`config.mk`:
```
export PLATFORM = sky130hd
export DESIGN_NAME = pinbank_gpio
export DESIGN_NICKNAME = d
export VERILOG_FILES = /design/src/rtl/pinbank_pkg.sv /design/src/rtl/pinbank_sync.sv /design/src/rtl/pinbank_section.sv /design/src/rtl/pinbank_gpio.sv
export SDC_FILE = /design/constraint.sdc
export NUM_CORES = 1
export LEC_CHECK = 0
export CAP_MARGIN = 20
export CORE_ASPECT_RATIO = 0.8
export CORE_MARGIN = 1.5
export CORE_UTILIZATION = 56
export DETAILED_ROUTE_END_ITERATION = 12
export PLACE_DENSITY = 0.81
export SYNTH_ARGS = -nofsm -noshare
export SYNTH_HDL_FRONTEND = slang
export SYNTH_SLANG_ARGS = --single-unit
```
`constraint.sdc`:
```
create_clock -name clk -period 2.9 [get_ports clk]
set_input_delay 0.435 -clock clk [delete_from_list [all_inputs] [get_ports clk]]
set_output_delay 0.435 -clock clk [all_outputs]
set_load 0.05 [all_outputs]
```
`src/rtl/pinbank_pkg.sv`:
```
package pinbank_pkg;

  // Register offsets inside one bank window; software decodes these.
  typedef enum logic [5:0] {
    OFF_MSTAT  = 6'h00,  // enabled status, read-only
    OFF_STAT   = 6'h04,  // raw status, write 1 to clear
    OFF_MSET   = 6'h08,  // mask, write 1 to set
    OFF_MCLR   = 6'h0C,  // write 1 to clear mask, write-only
    OFF_DIR    = 6'h10,  // 1 = input
    OFF_OUT    = 6'h14,  // output data
    OFF_IN     = 6'h18,  // synchronized levels, read-only
    OFF_STICKY = 6'h20   // latch mode, write 1 to set
  } reg_off_e;

endpackage

```
`src/rtl/pinbank_sync.sv`:
```
module pinbank_sync #(
  parameter int WIDTH  = 32,
  parameter int STAGES = 2
) (
  input  logic             clk,
  input  logic             rst_n,
  input  logic [WIDTH-1:0] d,
  output logic [WIDTH-1:0] q
);

  logic [WIDTH-1:0] stg [STAGES];

  always_ff @(posedge clk or negedge rst_n) begin
    if (!rst_n) begin
      for (int s = 0; s < STAGES; s++) stg[s] <= '0;
    end else begin
      stg[0] <= d;
      for (int s = 1; s < STAGES; s++) stg[s] <= stg[s-1];
    end
  end

  assign q = stg[STAGES-1];

endmodule

```
`src/rtl/pinbank_section.sv`:
```
module pinbank_section
  import pinbank_pkg::*;
#(
  parameter int W     = 8,
  parameter int OFF_W = 6
) (
  input  logic             clk,
  input  logic             rst_n,
  input  logic             sel_we,
  input  logic [OFF_W-1:0] off,
  input  logic [W-1:0]     wd,
  input  logic [W-1:0]     lvl,
  output logic [W-1:0]     rd,
  output logic [W-1:0]     dir_q,
  output logic [W-1:0]     out_q,
  output logic [W-1:0]     mask_q,
  output logic [W-1:0]     sticky_q,
  output logic [W-1:0]     stat_q,
  output logic             any_irq
);

  function automatic logic hit(input logic [OFF_W-1:0] o, input reg_off_e c);
    return o == OFF_W'(c);
  endfunction

  // Status update: latched pins keep or gain, level pins follow the input.
  function automatic logic [W-1:0] status_next(
    input logic [W-1:0] sticky,
    input logic [W-1:0] cur,
    input logic [W-1:0] level,
    input logic [W-1:0] rise,
    input logic [W-1:0] clr
  );
    return (sticky & ((cur & ~clr) | rise)) | (~sticky & level);
  endfunction

  logic [W-1:0] lvl_d;
  logic [W-1:0] rise_ev;
  logic [W-1:0] clr_bits, mset_bits, mclr_bits, stset_bits;
  logic         wr_dir, wr_out;

  assign rise_ev    = lvl & ~lvl_d;
  assign clr_bits   = (sel_we && hit(off, OFF_STAT))   ? wd : '0;
  assign mset_bits  = (sel_we && hit(off, OFF_MSET))   ? wd : '0;
  assign mclr_bits  = (sel_we && hit(off, OFF_MCLR))   ? wd : '0;
  assign stset_bits = (sel_we && hit(off, OFF_STICKY)) ? wd : '0;
  assign wr_dir     = sel_we && hit(off, OFF_DIR);
  assign wr_out     = sel_we && hit(off, OFF_OUT);

  always_ff @(posedge clk or negedge rst_n) begin
    if (!rst_n) begin
      lvl_d    <= '0;
      stat_q   <= '0;
      dir_q    <= '1;
      out_q    <= '0;
      mask_q   <= '1;
      sticky_q <= '0;
    end else begin
      lvl_d    <= lvl;
      stat_q   <= status_next(sticky_q, stat_q, lvl, rise_ev, clr_bits);
      mask_q   <= (mask_q | mset_bits) & ~mclr_bits;
      sticky_q <= sticky_q | stset_bits;
      if (wr_dir) dir_q <= wd;
      if (wr_out) out_q <= wd;
    end
  end

  always_comb begin
    rd = '0;
    if (hit(off, OFF_MSTAT))  rd = stat_q & ~mask_q;
    if (hit(off, OFF_STAT))   rd = stat_q;
    if (hit(off, OFF_MSET))   rd = mask_q;
    if (hit(off, OFF_DIR))    rd = dir_q;
    if (hit(off, OFF_OUT))    rd = out_q;
    if (hit(off, OFF_IN))     rd = lvl;
    if (hit(off, OFF_STICKY)) rd = sticky_q;
  end

  assign any_irq = |(stat_q & ~mask_q);

endmodule

```
`src/rtl/pinbank_gpio.sv`:
```
module pinbank_gpio
  import pinbank_pkg::*;
#(
  parameter int BANKS       = 4,
  parameter int BANK_W      = 8,
  parameter int WIN_BITS    = 6,
  parameter int DATA_W      = 16,
  parameter int SYNC_STAGES = 2,
  localparam int NPINS  = BANKS * BANK_W,
  localparam int SEL_W  = $clog2(BANKS),
  localparam int ADDR_W = WIN_BITS + SEL_W
) (
  input  logic              clk,
  input  logic              rst_n,
  input  logic [ADDR_W-1:0] bus_addr,
  input  logic              bus_we,
  input  logic [DATA_W-1:0] bus_wdata,
  output logic [DATA_W-1:0] bus_rdata,
  input  logic [NPINS-1:0]  pin_in,
  output logic [NPINS-1:0]  pin_out,
  output logic [NPINS-1:0]  pin_oe,
  output logic              irq
);

  localparam int PAD = DATA_W - BANK_W;

  logic [SEL_W-1:0]    bank_sel;
  logic [WIN_BITS-1:0] off;
  logic [BANK_W-1:0]   wd_lo;
  logic [PAD-1:0]      unused_wdata_hi;
  logic [NPINS-1:0]    lvl_sync;

  assign bank_sel        = bus_addr[ADDR_W-1 -: SEL_W];
  assign off             = bus_addr[WIN_BITS-1:0];
  assign wd_lo           = bus_wdata[BANK_W-1:0];
  assign unused_wdata_hi = bus_wdata[DATA_W-1:BANK_W];

  // Named write events, visible to the checker.
  logic wr_stat_ev, wr_mset_ev, wr_mclr_ev, wr_dir_ev;
  assign wr_stat_ev = bus_we && (off == WIN_BITS'(OFF_STAT));
  assign wr_mset_ev = bus_we && (off == WIN_BITS'(OFF_MSET));
  assign wr_mclr_ev = bus_we && (off == WIN_BITS'(OFF_MCLR));
  assign wr_dir_ev  = bus_we && (off == WIN_BITS'(OFF_DIR));

  pinbank_sync #(.WIDTH(NPINS), .STAGES(SYNC_STAGES)) u_sync (
    .clk (clk),
    .rst_n(rst_n),
    .d   (pin_in),
    .q   (lvl_sync)
  );

  logic [BANK_W-1:0] rd_bank [BANKS];
  logic [BANKS-1:0]  bank_irq;
  logic [NPINS-1:0]  stat_all, mask_all, sticky_all, dir_all;

  for (genvar b = 0; b < BANKS; b++) begin : g_bank
    pinbank_section #(.W(BANK_W), .OFF_W(WIN_BITS)) u_sec (
      .clk     (clk),
      .rst_n   (rst_n),
      .sel_we  (bus_we && (bank_sel == SEL_W'(b))),
      .off     (off),
      .wd      (wd_lo),
      .lvl     (lvl_sync[b*BANK_W +: BANK_W]),
      .rd      (rd_bank[b]),
      .dir_q   (dir_all[b*BANK_W +: BANK_W]),
      .out_q   (pin_out[b*BANK_W +: BANK_W]),
      .mask_q  (mask_all[b*BANK_W +: BANK_W]),
      .sticky_q(sticky_all[b*BANK_W +: BANK_W]),
      .stat_q  (stat_all[b*BANK_W +: BANK_W]),
      .any_irq (bank_irq[b])
    );
  end

  assign pin_oe    = ~dir_all;
  assign bus_rdata = {{PAD{1'b0}}, rd_bank[bank_sel]};
  assign irq       = |bank_irq;

endmodule

```
# Word-level counts from Yosys, hierarchy flattened
# Index checks and enable logic that the tools add are counted.
[op_classes] bitwise=62 eq_ne=10 order_cmp=1 muxes=47 n_reduce_logical=31
[op_table] cell="$mux 8" count=46
[op_table] cell="$and 8x8->8" count=24
[op_table] cell="$not 8->8" count=20
[op_table] cell="$or 8x8->8" count=16
[op_table] cell="$not 32->32" count=1
[op_table] cell="$reduce_or 32->1" count=1
[op_table] cell="$logic_and 1x1->1" count=28
[op_table] cell="$eq 6x5->1 const B" count=3
[op_table] cell="$bmux 8 s2" count=1
[op_table] cell="$eq 6x4->1 const B" count=2
[op_table] cell="$eq 6x3->1 const B" count=1
[op_table] cell="$eq 6x6->1 const B" count=1
[op_table] cell="$logic_not 6->1" count=1
[op_table] cell="$eq 2x2->1 const B" count=2
[op_table] cell="$ge 3x3->1 const B" count=1
[op_table] cell="$not 2->3" count=1
[op_table] cell="$eq 2x1->1 const B" count=1
[op_table] cell="$logic_not 2->1" count=1
[word_totals] elab_cells=177 regBits=256 in_bits=59

# Depth between registers and ports, before layout
# Gate-level depths: netlist of run 1.
[logic_depth] depth_word=12 mapped_depth=9

# Hierarchy
# Synthesis of run 1 repeated with hierarchy kept, for this count alone.
[unflattened] hier_cells=1004 hier_area_um2=11866.4
[modules_own_cells] mod="pinbank_section" n_inst=4 area_per_inst_um2=2398.6 cells_each=213
[modules_own_cells] mod="pinbank_sync" n_inst=1 area_per_inst_um2=1841.8 cells_each=96
[modules_own_cells] mod="pinbank_gpio" n_inst=1 area_per_inst_um2=430.4 cells_each=56

# Worst setup path before layout of run 1
# No wires, ideal clock.
[synth_path] kind="input -> output" from="input bus_addr[5]" to="output bus_rdata[1]" t_arrival_ns=2.613 stages=9 n_path_buf=4 slack_ns=-0.148 cell_sequence="clkbuf_2 > or3_1 > buf_2 > or2_1 > clkbuf_1 > clkbuf_1 > o2bb2ai_1 > nor3_1 > o211ai_1"
[synth_via] elab_chain_cells=11 elab_cells_between_ends=38 classes_between="eq/ne (6); mux (31); reduce/logical (1)"
[synth_rtl] item="start: declaration" line_no="pinbank_gpio.sv:15" source="input logic [ADDR_W-1:0] bus_addr,"
[synth_rtl] item="$logic_not 6->1" line_no="pinbank_section.sv:23" source="return o == OFF_W'(c);"
[synth_rtl] item="$mux 8" line_no="pinbank_section.sv:70" source="if (hit(off, OFF_MSTAT)) rd = stat_q & ~mask_q;"
[synth_rtl] item="$mux 8" line_no="pinbank_section.sv:71" source="if (hit(off, OFF_STAT)) rd = stat_q;"
[synth_rtl] item="$mux 8" line_no="pinbank_section.sv:72" source="if (hit(off, OFF_MSET)) rd = mask_q;"
[synth_rtl] item="$mux 8" line_no="pinbank_section.sv:73" source="if (hit(off, OFF_DIR)) rd = dir_q;"
[synth_rtl] item="$mux 8" line_no="pinbank_section.sv:74" source="if (hit(off, OFF_OUT)) rd = out_q;"
[synth_rtl] item="$mux 8" line_no="pinbank_section.sv:75" source="if (hit(off, OFF_IN)) rd = lvl;"
[synth_rtl] item="$mux 8" line_no="pinbank_section.sv:76" source="if (hit(off, OFF_STICKY)) rd = sticky_q;"
[synth_rtl] item="$bmux 8 s2 (*)" line_no="pinbank_gpio.sv:75" source="assign bus_rdata = {{PAD{1'b0}}, rd_bank[bank_sel]};"
[synth_rtl] item="$mux 8 (implied by the code) (*) (2 in a row)" line_no="pinbank_gpio.sv:75"
[synth_rtl] item="end: declaration" line_no="pinbank_gpio.sv:18" source="output logic [DATA_W-1:0] bus_rdata,"
# Every way passes the cells marked *; elsewhere a longest branch is shown, timed or not. The select of a mux whose other input is x is not followed.

# Worst setup path in the final report of run 1
[layout_path] from="input bus_addr[6]" to="output bus_rdata[0]"
[layout_via] elab_chain_cells=4
[layout_rtl] item="$not 2->3 (implied by the code)" line_no="pinbank_gpio.sv:75"
[layout_rtl] item="$bmux 8 s2" line_no="pinbank_gpio.sv:75"
[layout_rtl] item="$mux 8 (implied by the code) (2 in a row)" line_no="pinbank_gpio.sv:75"
# No other way between the ends. The select of a mux whose other input is x is not followed.

==> flow_summary.json, run 1 <==
{
  "fin_crit_sh": 0.989,
  "fillers": 1345,
  "fin_setup_tns_ns": 0,
  "setup_viol": 0,
  "hold_viol": 0,
  "synth_mux_area_frac": 0.0788,
  "clk_latency_ns": 0.53,
  "cp.arrival_ns": 2.43,
  "cp_max_fo": 7,
  "synth_ff_type": "dfrtp_1",
  "final_cell_mix": "dfrtp_1 (192), buf_4 (148), clkdlybuf4s50_1 (107)",
  "cts_buffer_depth": 3,
  "gp_congestion": 1.02,
  "syn2layout_area_growth_pct": 33.4,
  "p_per_area_nw_per_um2": 547,
  "synth_compound_area_frac": 0.180,
  "grt_remaining_overflow": 0,
  "place_hpwl_um": 26700,
  "synth_simple_gate_area_frac": 0.127,
  "yosysTopAreaCell": "dfrtp_1",
  "status": "finished, final reports clean",
  "synth_fa_ha_area_frac": 0,
  "endpoint_kind": "output port",
  "drive_gt1_frac": 0.316,
  "synth_cells": 997,
  "dieHeight_um": 130,
  "htreeDepth": 1,
  "initial_core_util": 0.571,
  "synth_top_family_by_area": "compound AO/OA/AOI/OAI gates",
  "antenna_cells": 0,
  "ys_seq_elements": 256,
  "max_freq_mhz": 349,
  "grt_pass1_wl_um": 56800,
  "fin_area_um2": 15100,
  "wl_per_cell_um": 24.7,
  "grt_max_degree": 89,
  "hold_class": "in2reg",
  "finClkSkew_ns": 0.00655,
  "synthTopCellsByArea": "dfrtp_1 (42%), dfstp_2 (15%), mux2_2 (6.4%)",
  "worstSetupStartpointType": "primary input",
  "ys_seq_area_frac": 0.573,
  "layout_min_cycle_time_ns": 2.87,
  "nets": 1309,
  "root_buffer": "clkbuf_16",
  "cts_num_sinks": 256,
  "yosys_warnings": 0,
  "dieArea_um2": 21100,
  "leakage_nw": 6.60,
  "first_pass_iters": 6,
  "layout_commonest_cell": "dfrtp_1",
  "rows": 46,
  "cts_buffers": 24,
  "vias_per_cell": 6.34,
  "grt_pass1_vias": 9440,
  "synth.avg_cell_area_um2": 11.3,
  "syn_area_um2": 11300,
  "gr-usage-all-layers": 0.361,
  "critical_path_class": "in2out",
  "regArea_um2": 6490,
  "reg2reg_depth": 3,
  "synthXorXnorAreaFrac": 0,
  "fin_util": 0.762,
  "core_area_um2": 19800,
  "antenna_found_initial": 0,
  "place_area_um2": 13900,
  "holdPathStages": 1,
  "io_buffers": 123,
  "async_reset_ff_frac": 1.00,
  "cts_tree": "yes",
  "die_w_um": 162,
  "critPathRequiredTime_ns": 2.47,
  "rsz0062_at_grt": "false",
  "netlist.area_leader.share": 0.425,
  "drv_cap": 0,
  "slew_violations": 0,
  "drtIter0Drc": 1102,
  "io_pins": 140,
  "vias": 9704,
  "yosysUniqueCellTypes": 61,
  "drtAntennaViolNets": 0,
  "worstMarginPinSlew_ns": 1.07,
  "routed_wl_um": 37800,
  "synth_edf_count": 0,
  "maxSlewHeadroom": 0.283,
  "ir_drop_v": 0.000629,
  "path_clk_slew_ns": 0.06,
  "drc": 0,
  "multi_input_area_um2": 4620
}
[state kept, by name (all words and copies together), names as in the netlist]
register	flops
g_bank.u_sec.dir_q	32
g_bank.u_sec.lvl_d	32
g_bank.u_sec.mask_q	32
g_bank.u_sec.out_q	32
g_bank.u_sec.stat_q	32
g_bank.u_sec.sticky_q	32
u_sync.q	32
u_sync.stg	32
[metrics by stage]
step                      setup WS, ns  cells  total power, W  hold slack [ns]
after global placement          -0.578   1473         0.00497            0.332
after global routing          0.000820   1531         0.00849            0.335
after detailed placement        -0.530   1473         0.00499            0.335
after floorplan               -0.00267   1004         0.00448            0.139
final                           0.0333   1531         0.00826            0.339
after CTS                     -0.00912   1530         0.00825            0.333
[repair_timing]
item | in CTS | in global routing
pin swaps | 16 | 14
hold buffers | 1 | 0
gates resized for setup | 74 | 28
setup endpoints to repair | 9 | 9
hold endpoints to repair | 29 | 0
cloned | 1 | 0
buffers inserted | 12 | 3
[cells by family after synthesis]
kind of cell	Yosys count
AOI/OAI and AO/OA	289
buffers and inverters	106
DFF	256
muxes	81
other	1
and+or+nand+nor	264
[cells in the mapped netlist (all sizes together) (11+ instances only)]
cell type / n
inv: 37
mux2i: 17
o22ai: 30
buf: 28
nor3: 40
a22oi: 12
nand3b: 17
nand2b: 28
o22a: 11
nor2: 40
o21ai: 22
clkbuf: 41
nor2b: 12
nand2: 77
mux2: 64
nor4: 14
dfstp: 64
a21o: 33
a32o: 33
dfrtp: 192
a21oi: 83
[layout make-up]
type | count | share of cell area
Inverter | 37 | 0.00920
Tap cell | 264 | 0.0219
Timing Repair Buffer | 289 | 0.179
Sequential cell | 256 | 0.430
Multi-Input combinational cell | 642 | 0.306
Clock buffer | 38 | 0.0513
Clock inverter | 5 | 0.00332
[critical path, cell delays in order]
cell and delay [ns]:
clkdlybuf4s50_1 0.55, nand2b_2 0.35, or3_1 0.42, o211ai_1 0.40
clkbuf_16 0.26
[worst paths after layout]
| kind | start | to | slack [ns] |
|---|---|---|---|
| setup / recovery | bus_addr[6] | bus_rdata[0] | 0.03 |
| hold / removal | pin_in[16] | u_sync.stg[48]$_DFF_PN0_ | 0.34 |
| setup reg to reg | g_bank[1].u_sec.mask_q[2]$_DFF_PN1_ | g_bank[1].u_sec.mask_q[2]$_DFF_PN1_ | 1.91 |
| hold reg to reg | u_sync.stg[36]$_DFF_PN0_ | u_sync.q[4]$_DFF_PN0_ | 0.34 |
| max in group asynchronous | rst_n | g_bank[1].u_sec.dir_q[5]$_DFFE_PN1P_ | 1.66 |
| min in group asynchronous | rst_n | g_bank[0].u_sec.sticky_q[1]$_DFF_PN0_ | 0.38 |
[layer usage]
layer | GRT usage | vias to the layer above | share of wire
met5 | 0 | - | 0
met4 | 0.122 | 0 | 0.029
met3 | 0.0712 | 80 | 0.10
met2 | 0.542 | 595 | 0.44
met1 | 0.531 | 4865 | 0.43
li1 | - | 4164 | -
[power by group]
group	total, W	switching, W	internal (W)
logic	0.00105	0.000628	0.000425
registers	0.00395	0.000168	0.00378
clock network	0.00326	0.00134	0.00191
total	0.00826	0.00214	0.00612
Note: power is estimated with default switching activity, not from simulation.
==> run 2: changes to the inputs <==
--- a/constraint.sdc
+++ b/constraint.sdc
@@ -3,2 +3,2 @@
 set_output_delay 0.435 -clock clk [all_outputs]
-set_load 0.05 [all_outputs]
+set_load 0.005 [all_outputs]
==> run 2 against run 1 <==
- via count decreased by 0.72%
- largest power group unchanged
- maximum frequency increased by 0.13%
- core utilization decreased by 0.42 points
- sequential power about the same
==> flow_summary.json, run 2 (synthesis gave the netlist of run 1 again) <==
{
  "grt_pass1_vias": 9422,
  "cp.arrival_ns": 2.43,
  "maxSlewHeadroom": 0.308,
  "timing.rr.start": "g_bank[1].u_sec.mask_q[0]$_DFF_PN1_",
  "path_clk_slew_ns": 0.07,
  "place_hpwl_um": 25900,
  "io_pins": 140,
  "reg2reg_depth": 2,
  "grt_remaining_overflow": 0,
  "cts_num_sinks": 256,
  "die_w_um": 162,
  "antenna_cells": 0,
  "hold_viol": 0,
  "place_area_um2": 13900,
  "finClkSkew_ns": 0.0229,
  "critPathRequiredTime_ns": 2.47,
  "setup_viol": 0,
  "cp_slowest_cell": "dfstp_2",
  "first_pass_iters": 5,
  "initial_core_util": 0.571,
  "clk_latency_ns": 0.54,
  "timing.hold.ws_ns": 0.324,
  "cts_tree": "yes",
  "ir_drop_v": 0.000584,
  "critPathCapture": "bus_rdata[7]",
  "status": "finished, final reports clean",
  "worstSetupStartpointType": "flop",
  "cts_buffer_depth": 3,
  "grt_pass1_wl_um": 55800,
  "rows": 46,
  "vias": 9634,
  "crit_start": "g_bank[2].u_sec.mask_q[7]$_DFF_PN1_",
  "drtAntennaViolNets": 0,
  "drtIter0Drc": 1101,
  "leakage_nw": 6.56,
  "p_per_area_nw_per_um2": 535,
  "max_freq_mhz": 349,
  "rsz0062_at_grt": "false",
  "fin_area_um2": 15000,
  "dieHeight_um": 130,
  "htreeDepth": 1,
  "fin_setup_tns_ns": 0,
  "hold_class": "in2reg",
  "vias_per_cell": 6.31,
  "final_cell_mix": "dfrtp_1 (192), buf_4 (129), clkdlybuf4s50_1 (107)",
  "layout_min_cycle_time_ns": 2.86,
  "critPathTopFamily": "simple AND/OR/NAND/NOR gates",
  "drive_gt1_frac": 0.304,
  "worstMarginPinSlew_ns": 1.03,
  "p_total_w": 0.00804,
  "wl_per_cell_um": 24.1,
  "critPathBufInv": 2,
  "fin_crit_sh": 0.987,
  "r2r_slack_ns": 2.00,
  "io_buffers": 123,
  "drv_cap": 0,
  "grt_max_degree": 86,
  "timing.rr.end": "g_bank[1].u_sec.mask_q[0]$_DFF_PN1_",
  "endpoint_kind": "output port",
  "antenna_found_initial": 0,
  "cp_max_fo": 3,
  "gp_congestion": 0.984,
  "root_buffer": "clkbuf_16",
  "nets": 1302,
  "drc": 0,
  "gr-usage-all-layers": 0.354,
  "layout_commonest_cell": "dfrtp_1",
  "dieArea_um2": 21100,
  "path_cells": "nor2b_1, a221oi_2, a211oi_2, buf_4, or4_4, clkbuf_2",
  "core_area_um2": 19800,
  "critical_path_class": "reg2out",
  "syn2layout_area_growth_pct": 32.7,
  "cp.depth": 6,
  "cts_buffers": 25,
  "slew_violations": 0,
  "routed_wl_um": 36700,
  "min_from": "pin_in[2]",
  "critPathMaxStageDelay_ns": 0.56
}
run 2: how the worst min path moves through the flow:
stage | endpoint | slack [ns] | cells past startpoint
after floorplan | g_bank[0].u_sec.lvl_d[0]$_DFF_PN0_ | 0.14 | 0
after global placement | u_sync.q[3]$_DFF_PN0_ | 0.33 | 0
after detailed placement | u_sync.q[3]$_DFF_PN0_ | 0.34 | 0
after CTS | u_sync.stg[42]$_DFF_PN0_ | 0.32 | 1
after global routing | u_sync.stg[42]$_DFF_PN0_ | 0.33 | 1
final | u_sync.stg[34]$_DFF_PN0_ | 0.32 | 1
run 2: power breakdown:
part	internal, W	leakage (nW)	switching (W)
Sequential	0.00378	3.04	0.000159
Clock	0.00188	0.407	0.00138
Combinational	0.000405	3.12	0.000422
Total	0.00607	6.56	0.00196
run 2: metal layers:
layer,track usage,routed length (µm),vias to the layer above
li1,-,-,4156
met3,0.0718,3580,99
met4,0.111,1350,0
met1,0.515,15700,4811
met2,0.538,16100,568
met5,0,0,-
run 2: per-stage QoR:
stage / utilization / setup slack, ns / instances
floorplan: - / 0.369 / 1004
global placement: 0.700 / -0.652 / 1470
detailed placement: 0.700 / -0.667 / 1470
CTS: 0.751 / -0.104 / 1519
global route: 0.758 / 0.00272 / 1526
finish: 0.758 / 0.0370 / 1526
run 2: worst reg2reg max path, delay by kind of cell (launching register included):
kind,cells,cell delay [ns]
AOI/OAI and AO/OA,2,0.24
DFF,1,0.58
run 2: what timing repair did:
action | in CTS | in global routing
endpoints found under the hold margin | 66 | 0
endpoints found under the setup margin | 9 | 8
gates resized for setup | 58 | 38
gates cloned | 0 | 1
hold buffers | 1 | 0
pin swaps | 13 | 12
setup buffers | 2 | 6
run 2: cell type report:
cell class	count	area, µm²
Tap cell	264	330
Multi-Input combinational cell	642	4600
Fill cell	1345	4790
Clock inverter	7	66.3
Inverter	37	139
Clock buffer	39	758
Timing Repair Buffer	281	2630
Sequential cell	256	6490
==> run 3: changes to the inputs <==
GPL_ROUTABILITY_DRIVEN = 1   (was default)
==> results of run 3 <==
Final layout, timing and power as in run 2 (identical DEF).
